==> src/rtl/ata_pkg.sv <==
package ata_pkg;
    localparam logic [1:0] OP_INIT  = 2'd0;
    localparam logic [1:0] OP_READ  = 2'd1;
    localparam logic [1:0] OP_WRITE = 2'd2;

    localparam logic [2:0] REG_DATA  = 3'd0;
    localparam logic [2:0] REG_FEAT  = 3'd1;
    localparam logic [2:0] REG_COUNT = 3'd2;
    localparam logic [2:0] REG_LBA0  = 3'd3;
    localparam logic [2:0] REG_LBA1  = 3'd4;
    localparam logic [2:0] REG_LBA2  = 3'd5;
    localparam logic [2:0] REG_DRV   = 3'd6;
    localparam logic [2:0] REG_CMD   = 3'd7;

    localparam logic [7:0] CODE_NO_READY = 8'hFE;
    localparam logic [7:0] CODE_STALL    = 8'hFD;
    localparam logic [7:0] CODE_ZERO_ERR = 8'hFF;

    typedef enum logic [3:0] {
        S_IDLE, S_ICMD, S_IPOLL, S_IDLY, S_FEAT, S_SETF,
        S_WAIT, S_LBA, S_CMD, S_XFER, S_ERRRD
    } state_e;

    typedef enum logic [2:0] {
        A_FEAT1, A_FEAT2, A_LBA, A_DRQ, A_POST
    } after_e;
endpackage

==> src/rtl/ata_status_decode.sv <==
module ata_status_decode (
    input  logic [7:0] status,
    output logic       ready,
    output logic       drq,
    output logic       err
);
    logic bsy;
    logic unused_bits;

    always_comb begin
        bsy   = status[7];
        ready = !bsy && status[6];
        drq   = !bsy && status[3];
        err   = !bsy && status[0];
    end

    assign unused_bits = ^{status[5:4], status[2:1]};
endmodule

==> src/rtl/ata_gap_timer.sv <==
module ata_gap_timer #(
    parameter int W = 8
) (
    input  logic         clk,
    input  logic         rst_n,
    input  logic         clr,
    input  logic [W-1:0] limit,
    output logic         expired
);
    logic [W-1:0] cnt_d, cnt_q;

    always_comb begin
        expired = (cnt_q == limit - W'(1));
        cnt_d   = cnt_q;
        if (clr)
            cnt_d = '0;
        else if (!expired)
            cnt_d = cnt_q + W'(1);
    end

    always_ff @(posedge clk) begin
        if (!rst_n) cnt_q <= '0;
        else        cnt_q <= cnt_d;
    end
endmodule

==> src/rtl/ata_xfer_ctrl.sv <==
module ata_xfer_ctrl
    import ata_pkg::*;
#(
    parameter int         POLL_TRIES   = 256,
    parameter int         POLL_GAP     = 2000000,
    parameter int         WAIT_LIMIT   = 1000000,
    parameter int         SECTOR_BYTES = 512,
    parameter logic [7:0] CMD_INIT     = 8'hE1,
    parameter logic [7:0] CMD_READ     = 8'h20,
    parameter logic [7:0] CMD_WRITE    = 8'h30,
    parameter logic [7:0] CMD_SETFEAT  = 8'hEF,
    parameter logic [7:0] FEAT_BYTE    = 8'h01,
    parameter logic [7:0] FEAT_NOCACHE = 8'h82,
    localparam int        AW = $clog2(SECTOR_BYTES)
) (
    input  logic          clk,
    input  logic          rst_n,
    input  logic          start,
    input  logic [1:0]    op,
    input  logic [31:0]   block,
    output logic          busy,
    output logic          done,
    output logic          ok,
    output logic [7:0]    err_code,
    output logic [2:0]    tf_addr,
    output logic          tf_wr,
    output logic          tf_rd,
    output logic [7:0]    tf_wdata,
    input  logic [7:0]    tf_rdata,
    output logic [AW-1:0] buf_addr,
    output logic          buf_wr,
    output logic [7:0]    buf_wdata,
    output logic          buf_rd,
    input  logic [7:0]    buf_rdata
);
    localparam int TRW  = $clog2(POLL_TRIES);
    localparam int TMAX = (POLL_GAP > WAIT_LIMIT) ? POLL_GAP : WAIT_LIMIT;
    localparam int TW   = $clog2(TMAX + 1);

    typedef struct packed {
        state_e          st;
        after_e          aft;
        logic [2:0]      sub;
        logic [TRW-1:0]  tries;
        logic [AW-1:0]   idx;
        logic            wr_op;
        logic [23:0]     lba;
        logic            done;
        logic            ok;
        logic [7:0]      code;
    } ctl_t;

    ctl_t q, d;
    logic st_ready, st_drq, st_err;
    logic tmr_clr, tmr_exp;
    logic [TW-1:0] tmr_limit;
    logic unused_top;

    assign unused_top = ^block[31:24];

    ata_status_decode u_dec (
        .status (tf_rdata),
        .ready  (st_ready),
        .drq    (st_drq),
        .err    (st_err)
    );

    assign tmr_clr   = !(q.st == S_IDLY || q.st == S_WAIT);
    assign tmr_limit = (q.st == S_IDLY) ? TW'(POLL_GAP) : TW'(WAIT_LIMIT);

    ata_gap_timer #(.W(TW)) u_tmr (
        .clk     (clk),
        .rst_n   (rst_n),
        .clr     (tmr_clr),
        .limit   (tmr_limit),
        .expired (tmr_exp)
    );

    always_comb begin
        d         = q;
        d.done    = 1'b0;
        tf_addr   = REG_CMD;
        tf_wr     = 1'b0;
        tf_rd     = 1'b0;
        tf_wdata  = 8'h00;
        buf_addr  = q.idx;
        buf_wr    = 1'b0;
        buf_rd    = 1'b0;
        buf_wdata = tf_rdata;
        case (q.st)
            S_IDLE: if (start) begin
                d.wr_op = (op == OP_WRITE);
                d.lba   = block[23:0];
                d.ok    = 1'b0;
                d.code  = 8'h00;
                d.tries = '0;
                d.sub   = '0;
                d.idx   = '0;
                if (op == OP_READ || op == OP_WRITE) begin
                    d.st  = S_WAIT;
                    d.aft = A_LBA;
                end else begin
                    d.st  = S_ICMD;
                end
            end
            S_ICMD: begin
                tf_wr    = 1'b1;
                tf_wdata = CMD_INIT;
                d.st     = S_IPOLL;
            end
            S_IPOLL: begin
                tf_rd = 1'b1;
                if (st_ready) begin
                    d.st  = S_FEAT;
                    d.sub = '0;
                end else if (q.tries == TRW'(POLL_TRIES - 1)) begin
                    d.st   = S_IDLE;
                    d.done = 1'b1;
                    d.code = CODE_NO_READY;
                end else begin
                    d.tries = q.tries + TRW'(1);
                    d.st    = S_IDLY;
                end
            end
            S_IDLY: if (tmr_exp) d.st = S_IPOLL;
            S_FEAT: begin
                tf_wr    = 1'b1;
                tf_addr  = REG_FEAT;
                tf_wdata = q.sub[0] ? FEAT_NOCACHE : FEAT_BYTE;
                d.st     = S_SETF;
            end
            S_SETF: begin
                tf_wr    = 1'b1;
                tf_wdata = CMD_SETFEAT;
                d.st     = S_WAIT;
                d.aft    = q.sub[0] ? A_FEAT2 : A_FEAT1;
            end
            S_WAIT: begin
                tf_rd = 1'b1;
                if ((q.aft == A_DRQ) ? st_drq : st_ready) begin
                    case (q.aft)
                        A_FEAT1: begin d.st = S_FEAT; d.sub = 3'd1; end
                        A_LBA:   begin d.st = S_LBA;  d.sub = '0;   end
                        A_DRQ, A_POST: begin
                            if (st_err)               d.st = S_ERRRD;
                            else if (q.aft == A_DRQ)  d.st = S_XFER;
                            else begin d.st = S_IDLE; d.done = 1'b1; d.ok = 1'b1; end
                        end
                        default: begin d.st = S_IDLE; d.done = 1'b1; d.ok = 1'b1; end
                    endcase
                end else if (tmr_exp) begin
                    d.st   = S_IDLE;
                    d.done = 1'b1;
                    d.code = CODE_STALL;
                end
            end
            S_LBA: begin
                tf_wr = 1'b1;
                case (q.sub)
                    3'd0:    begin tf_addr = REG_DRV;   tf_wdata = 8'hE0;         end
                    3'd1:    begin tf_addr = REG_LBA2;  tf_wdata = q.lba[23:16];  end
                    3'd2:    begin tf_addr = REG_LBA1;  tf_wdata = q.lba[15:8];   end
                    3'd3:    begin tf_addr = REG_LBA0;  tf_wdata = q.lba[7:0];    end
                    default: begin tf_addr = REG_COUNT; tf_wdata = 8'h01;         end
                endcase
                d.sub = q.sub + 3'd1;
                if (q.sub == 3'd4) d.st = S_CMD;
            end
            S_CMD: begin
                tf_wr    = 1'b1;
                tf_wdata = q.wr_op ? CMD_WRITE : CMD_READ;
                d.st     = S_WAIT;
                d.aft    = A_DRQ;
            end
            S_XFER: begin
                tf_addr = REG_DATA;
                if (q.wr_op) begin
                    buf_rd   = 1'b1;
                    tf_wr    = 1'b1;
                    tf_wdata = buf_rdata;
                end else begin
                    tf_rd  = 1'b1;
                    buf_wr = 1'b1;
                end
                d.idx = q.idx + AW'(1);
                if (q.idx == AW'(SECTOR_BYTES - 1)) begin
                    if (q.wr_op) begin
                        d.st  = S_WAIT;
                        d.aft = A_POST;
                    end else begin
                        d.st   = S_IDLE;
                        d.done = 1'b1;
                        d.ok   = 1'b1;
                    end
                end
            end
            S_ERRRD: begin
                tf_rd   = 1'b1;
                tf_addr = REG_FEAT;
                d.st    = S_IDLE;
                d.done  = 1'b1;
                d.code  = (tf_rdata == 8'h00) ? CODE_ZERO_ERR : tf_rdata;
            end
            default: d.st = S_IDLE;
        endcase
    end

    always_ff @(posedge clk) begin
        if (!rst_n) begin
            q <= '{st: S_IDLE, aft: A_FEAT1, default: '0};
        end else begin
            q <= d;
        end
    end

    assign busy     = (q.st != S_IDLE);
    assign done     = q.done;
    assign ok       = q.ok;
    assign err_code = q.code;
endmodule

==> config.mk <==
export PLATFORM = sky130hd
export DESIGN_NAME = ata_xfer_ctrl
export DESIGN_NICKNAME = d
export VERILOG_FILES = /design/src/rtl/ata_pkg.sv /design/src/rtl/ata_status_decode.sv /design/src/rtl/ata_gap_timer.sv /design/src/rtl/ata_xfer_ctrl.sv
export SDC_FILE = /design/constraint.sdc
export NUM_CORES = 1
export LEC_CHECK = 0
export ABC_AREA = 1
export BUFFER_PORTS_ARGS = -buffer_cell sky130_fd_sc_hd__buf_2
export CAP_MARGIN = 20
export CORE_MARGIN = 2
export CORE_UTILIZATION = 44
export CTS_CLUSTER_SIZE = 25
export DETAILED_ROUTE_END_ITERATION = 8
export GPL_TIMING_DRIVEN = 1
export PLACE_DENSITY = 0.74
export SETUP_SLACK_MARGIN = 0.05
export SLEW_MARGIN = 30
export SYNTH_ARGS = -nofsm -noshare
export SYNTH_HDL_FRONTEND = slang
export SYNTH_SLANG_ARGS = --single-unit
==> constraint.sdc <==
create_clock -name clk -period 2.56 [get_ports clk]
set_input_delay 0.256 -clock clk [delete_from_list [all_inputs] [get_ports clk]]
set_output_delay 0.256 -clock clk [all_outputs]
set_load 0.01 [all_outputs]
# ---- Word-level counts from Yosys, hierarchy flattened
# Index checks and enable logic that the tools add are counted.
# W data, S select, Z words.
dict set report op_classes {
  addsub 5
  n_mul 0
  div 0
  magnitude_cmp 0
  eq_ne 41
  n_shift 0
  n_mux 60
  bitwise 0
  n_reduce_logical 32
}
# cell n
set ops {}
lappend ops {{$mux W8} 9}
lappend ops {{$pmux W8 S4} 2}
lappend ops {{$mux W52} 1}
lappend ops {{$pmux W8 S6} 1}
lappend ops {{$pmux W3 S4} 3}
lappend ops {{$pmux W4 S9} 1}
lappend ops {{$mux W4} 7}
lappend ops {{$ne A2 B2 Y1 const B} 14}
lappend ops {{$add A21 B1 Y21 const B} 1}
lappend ops {{$eq A21 B21 Y1} 1}
lappend ops {{$mux W21} 1}
lappend ops {{$sub A21 B1 Y21 const B} 1}
lappend ops {{$mux W3} 6}
lappend ops {{$pmux W9 S2} 1}
lappend ops {{$eq A4 B3 Y1 const B} 4}
lappend ops {{$pmux W8 S2} 1}
lappend ops {{$reduce_bool A4 Y1} 4}
lappend ops {{$reduce_and A5 Y1} 3}
lappend ops {{$eq A3 B2 Y1 const B} 4}
lappend ops {{$eq A4 B4 Y1 const B} 3}
lappend ops {{$pmux W4 S3} 1}
lappend ops {{$mux W1} 11}
lappend ops {{$mux W2} 5}
lappend ops {{$add A9 B1 Y9 const B} 1}
lappend ops {{other kinds (38)} 52}
dict set report word_totals {
  regBits 83
  latchBits 0
  mem_bits_rw 0
  rom_bits 0
  in_bits 53
  output_inout_bits 43
  word_cells 149
  mem_count 0
}

# ---- Depth between registers and ports, before layout
dict set report depth {
  word_depth 7
  ltp_mapped 11
  ltp_nobuf 11
}

# ---- Hierarchy
# From an unflattened synthesis, not the netlist that was laid out.
dict set report unflattened {
  hier_cells 1051
  area_unflattened_um2 6262.3
}
# mod n_inst cells_per_inst area_per_inst_um2 seq_area_each_um2
set by_module_without_submodules {}
lappend by_module_without_submodules {ata_xfer_ctrl 1 605 3842.4 1241.2}
lappend by_module_without_submodules {ata_gap_timer 1 440 2397.3 420.4}
lappend by_module_without_submodules {ata_status_decode 1 6 22.5 0.0}

# ---- Least setup slack after synthesis
# No wires, ideal clock.
dict set report synth_path {
  path_type {reg-to-reg}
  start {register q (netlist bit buf_addr[0])}
  end {register q[58] (netlist name)}
  setup_ns 0.115
  t_arrival_ns 1.669
  required_ns 2.445
  slack_ns 0.776
  stages_incl_launch_ff 12
  path_buffers 0
  synth_period_minus_slack_ns 1.784
  path_cell_list {dfxtp_1 -> ha_1 -> nand4_1 -> nor4_1 -> ha_1 -> inv_1 -> nand2_1 -> nand2_1 -> nor2_2 -> nand3_1 -> nand2_1 -> nor2_1}
}
dict set report synth_between {
  elab_chain_len 3
}
# item line
set synth_rtl {}
lappend synth_rtl {{from (decl)} ata_xfer_ctrl.sv:53} ;# ctl_t q, d;
lappend synth_rtl {{from (signal assigned)} ata_xfer_ctrl.sv:210} ;# q <= '{st: S_IDLE, aft: A_FEAT1, default: '0};
lappend synth_rtl {{from (signal assigned)} ata_xfer_ctrl.sv:212} ;# q <= d;
lappend synth_rtl {{$eq A9 B9 Y1} ata_xfer_ctrl.sv:186} ;# if (q.idx == AW'(SECTOR_BYTES - 1)) begin
lappend synth_rtl {{$ne A2 B2 Y1 (no line)} n/a}
lappend synth_rtl {{$reduce_and A5 Y1 (no line)} n/a}
# Every way passes these cells.
# A chain may end at the register's enable or synchronous reset.

# ---- Worst setup path after layout
dict set report layout_path {
  start {register q[60] (netlist name)}
  end {output tf_wdata[1]}
}
dict set report layout_between {
  elab_chain_len 2
  word_cells_on_any_way 7
  classes_between {eq/ne (6); mux (1)}
}
# item line
set layout_rtl {}
lappend layout_rtl {{$eq A4 B4 Y1, or another cell as far along} ata_xfer_ctrl.sv:90} ;# case (q.st)
lappend layout_rtl {{$pmux W8 S6 *} ata_xfer_ctrl.sv:90}
lappend layout_rtl {{to (decl)} ata_xfer_ctrl.sv:28} ;# output logic [7:0] tf_wdata,
# Every way passes the cells marked *; elsewhere a longest branch is shown, timed or not.

==> flow_metrics.tcl <==
set metrics [dict create \
    fmaxAchievable_mhz 423 \
    synth_nets 820 \
    source_of_the_worst_register_to_register_timing_path "buf_addr[0]" \
    vias 4995 \
    synth_seq_cells 83 \
    grt_max_degree 45 \
    final_core_utilization 0.516 \
    synth_commonest_cells "nand2_1 (161), nor2_1 (102), inv_1 (85), dfxtp_1 (83), a21oi_1 (65)" \
    synth.most_common_cell "nand2_1" \
    worstMarginPinSlew_ps 685 \
    clk_root_buffer_cell "clkbuf_16" \
    crit_slowest_cell "dfxtp_1" \
    rsz0062_at_grt "no" \
    worst_setup_hold_path_clk_slew_ps 60 \
    cellPowerDensity_nw_per_um2 905 \
    cts_post_setup_buffers_inserted 0 \
    synth.top_cells.by_area "dfxtp_1 (33%), nand2_1 (12%), nor2_1 (7.6%)" \
    syn_area_per_cell_um2 6.62 \
    dieArea_um2 12300 \
    synth-warning-count 0 \
    drt-wirelength-per-cell_um 12.4 \
    area_growth_syn_to_layout_pct 13.0 \
    io-pin-count 96 \
    ratio_of_cells_with_drive_above_1_in_the_final_layout 0.198 \
    holdCritPathClass "in -> reg" \
    setup_tns_ps 0 \
    netlist_area_um2 5010 \
    yosys_most_used_dff "dfxtp_1" \
    synth.top_cell.area_share 0.331 \
    synth_top_area_cell "dfxtp_1" \
    finalInstanceArea_um2 5670 \
    holdCritStartpoint "block[19]" \
    timing.clock.skew_ps 5.08 \
    finalHoldViolCount 0 \
    clock_sinks 83 \
    initial_core_util 0.457 \
    global_route_wire_length_before_repair_um 20300 \
    critPathMaxFanout 11 \
    clock_latency_ps 340 \
    placedInstanceArea_um2 5370 \
    critical-path-max-stage-delay_ps 490 \
    post-dp-hpwl_um 8880 \
    total_wire_length_um 12000 \
    worst_ep_arrival_time_ps 2110 \
    detailedRoute.firstPassIterationCount 5 \
    post-route-drc-count 0 \
    startpoint_type "flop" \
    slew_viol_final 0 \
    ant_nets 0 \
    ys_seq_area_frac 0.331 \
    grt_overflow_total 0 \
    globalplace.congestion 0.883 \
    post_synth_inst_count 757 \
    io_buffer_count 87 \
    number_of_flops_mapped_to_enable_cells_by_yosys 0 \
    cp-end-kind "primary output" \
    cts_tree "yes" \
    worst_ep_required_time_ps 2300 \
    via_count_of_the_first_global_routing_pass 4432 \
    antenna_found_initial 0 \
    vdd.ir_drop.worst_v 0.000562 \
    fillerInstances 1100 \
    final_antenna_diode_count 0 \
    routed_via_count_divided_by_cell_count 5.19 \
    detail_route.iter0.violations 279 \
    outcome "completed" \
    min_period_ps 2360 \
    synth.distinct_cells 42 \
    groute.usage.overall 0.196 \
    cts.htree.levels 3 \
    timing.final.setup_violations 0 \
    postSynth.asyncResetShare 0 \
    die_h_um 111 \
    floorplan.die.width_um 111 \
    layout_worst_path_cycle_share 0.923 \
    final_nets 881 \
    drv.max_cap_violation_count 0 \
    timing.max_slew.rel_slack 0.543 \
    crit_type "reg -> out" \
    setup.worst_path.start "q[60]" \
    timing.critical_path.cells "inv_2 > nor2_4 > nand2_1 > inv_1 > o21ai_0 > nand4_1 > buf_2" \
    core_region_area_um2 11000 \
    cts_max_path_buffers 2 \
    cts_inserted_buffers 9 \
    core.rowCount 38 \
    p_leak_nw 2.49 \
]
==> where the power goes <==
group / total [mW] / switching [mW] / internal, mW
Sequential: 1.68 / 0.154 / 1.52
Clock: 1.30 / 0.515 / 0.781
Combinational: 2.15 / 1.40 / 0.748
==> cell families (layout without fill, tap and decap cells) <==
logic type                 after synthesis  in the layout  share of synthesized area
and+or+nand+nor                        370            370                      0.338
AOI/OAI and AO/OA                      154            154                      0.172
buffers and inverters                  139            205                      0.131
DFF                                     83             83                      0.331
adders and majority gates               10             10                     0.0250
xor gates and xnor gates                 1              1                    0.00175
==> worst max-delay path, delay by kind of cell (launching register included) <==
family / cells / cell delay, ps
AND/OR/NAND/NOR: 3 / 570
buffers and inverters: 3 / 540
flip-flops: 1 / 490
AO/OA/AOI/OAI: 1 / 160
==> path summary, 6_finish.rpt <==
check	to	slack (ps)	cells after the start
max	tf_wdata[1]	200	7
min	q[29]	140	3
max reg2reg	q[61]	390	11
min reg2reg	ok	450	2
==> flip-flops by register name, indices dropped and copies added (netlist names) <==
name / cells
ok: 1
done: 1
buf_addr: 9
u_tmr.cnt_q: 21
err_code: 8
q: 43
==> layout make-up <==
class | instances | area [µm²] | share of cell area
Tap cell | 140 | 175 | 0.0309
Clock inverter | 4 | 50.0 | 0.00883
Inverter | 99 | 378 | 0.0667
Clock buffer | 12 | 246 | 0.0435
Sequential cell | 83 | 1660 | 0.293
Timing Repair Buffer | 90 | 458 | 0.0808
Multi-Input combinational cell | 535 | 2700 | 0.476
==> what timing repair did <==
action	4_1_cts	5_1_grt
hold buffers	0	0
endpoints found under the setup margin	0	9
resized for setup	0	1
hold endpoints to repair	0	0
==> per-layer routing <==
layer	routed length [µm]	up-vias	global-route usage	part of all wire
li1	-	2558	-	-
met1	5430	2290	0.245	0.45
met2	5710	124	0.337	0.48
met3	576	23	0.0377	0.048
met4	266	0	0.0692	0.022
met5	0	-	0	0
==> cell usage in the layout, fill, tap and decap left out, drive strengths merged, types with 2 or more instances in the layout <==
master	count
dfxtp	83
o2111ai	3
buf	90
nor3	11
clkinvlp	2
ha	10
a31o	2
nand3	46
nand4	14
o22ai	5
o21ai	63
a21oi	74
or2	3
nor2	115
nor3b	2
o31ai	2
inv	96
o211ai	2
nor4	3
nand2	175
clkbuf	12
clkinv	4
==> metrics by stage <==
step | cells | setup slack [ps] | hold slack (ps) | total power [mW]
2_1_floorplan | 757 | 776 | 391 | 3.42
3_3_place_gp | 947 | 503 | 440 | 3.81
3_5_place_dp | 947 | 427 | 442 | 3.83
4_1_cts | 963 | 175 | 141 | 5.14
5_1_grt | 963 | 68.7 | 148 | 5.47
6_report | 963 | 197 | 143 | 5.13
No activity file was read; power rests on OpenSTA's default activity.
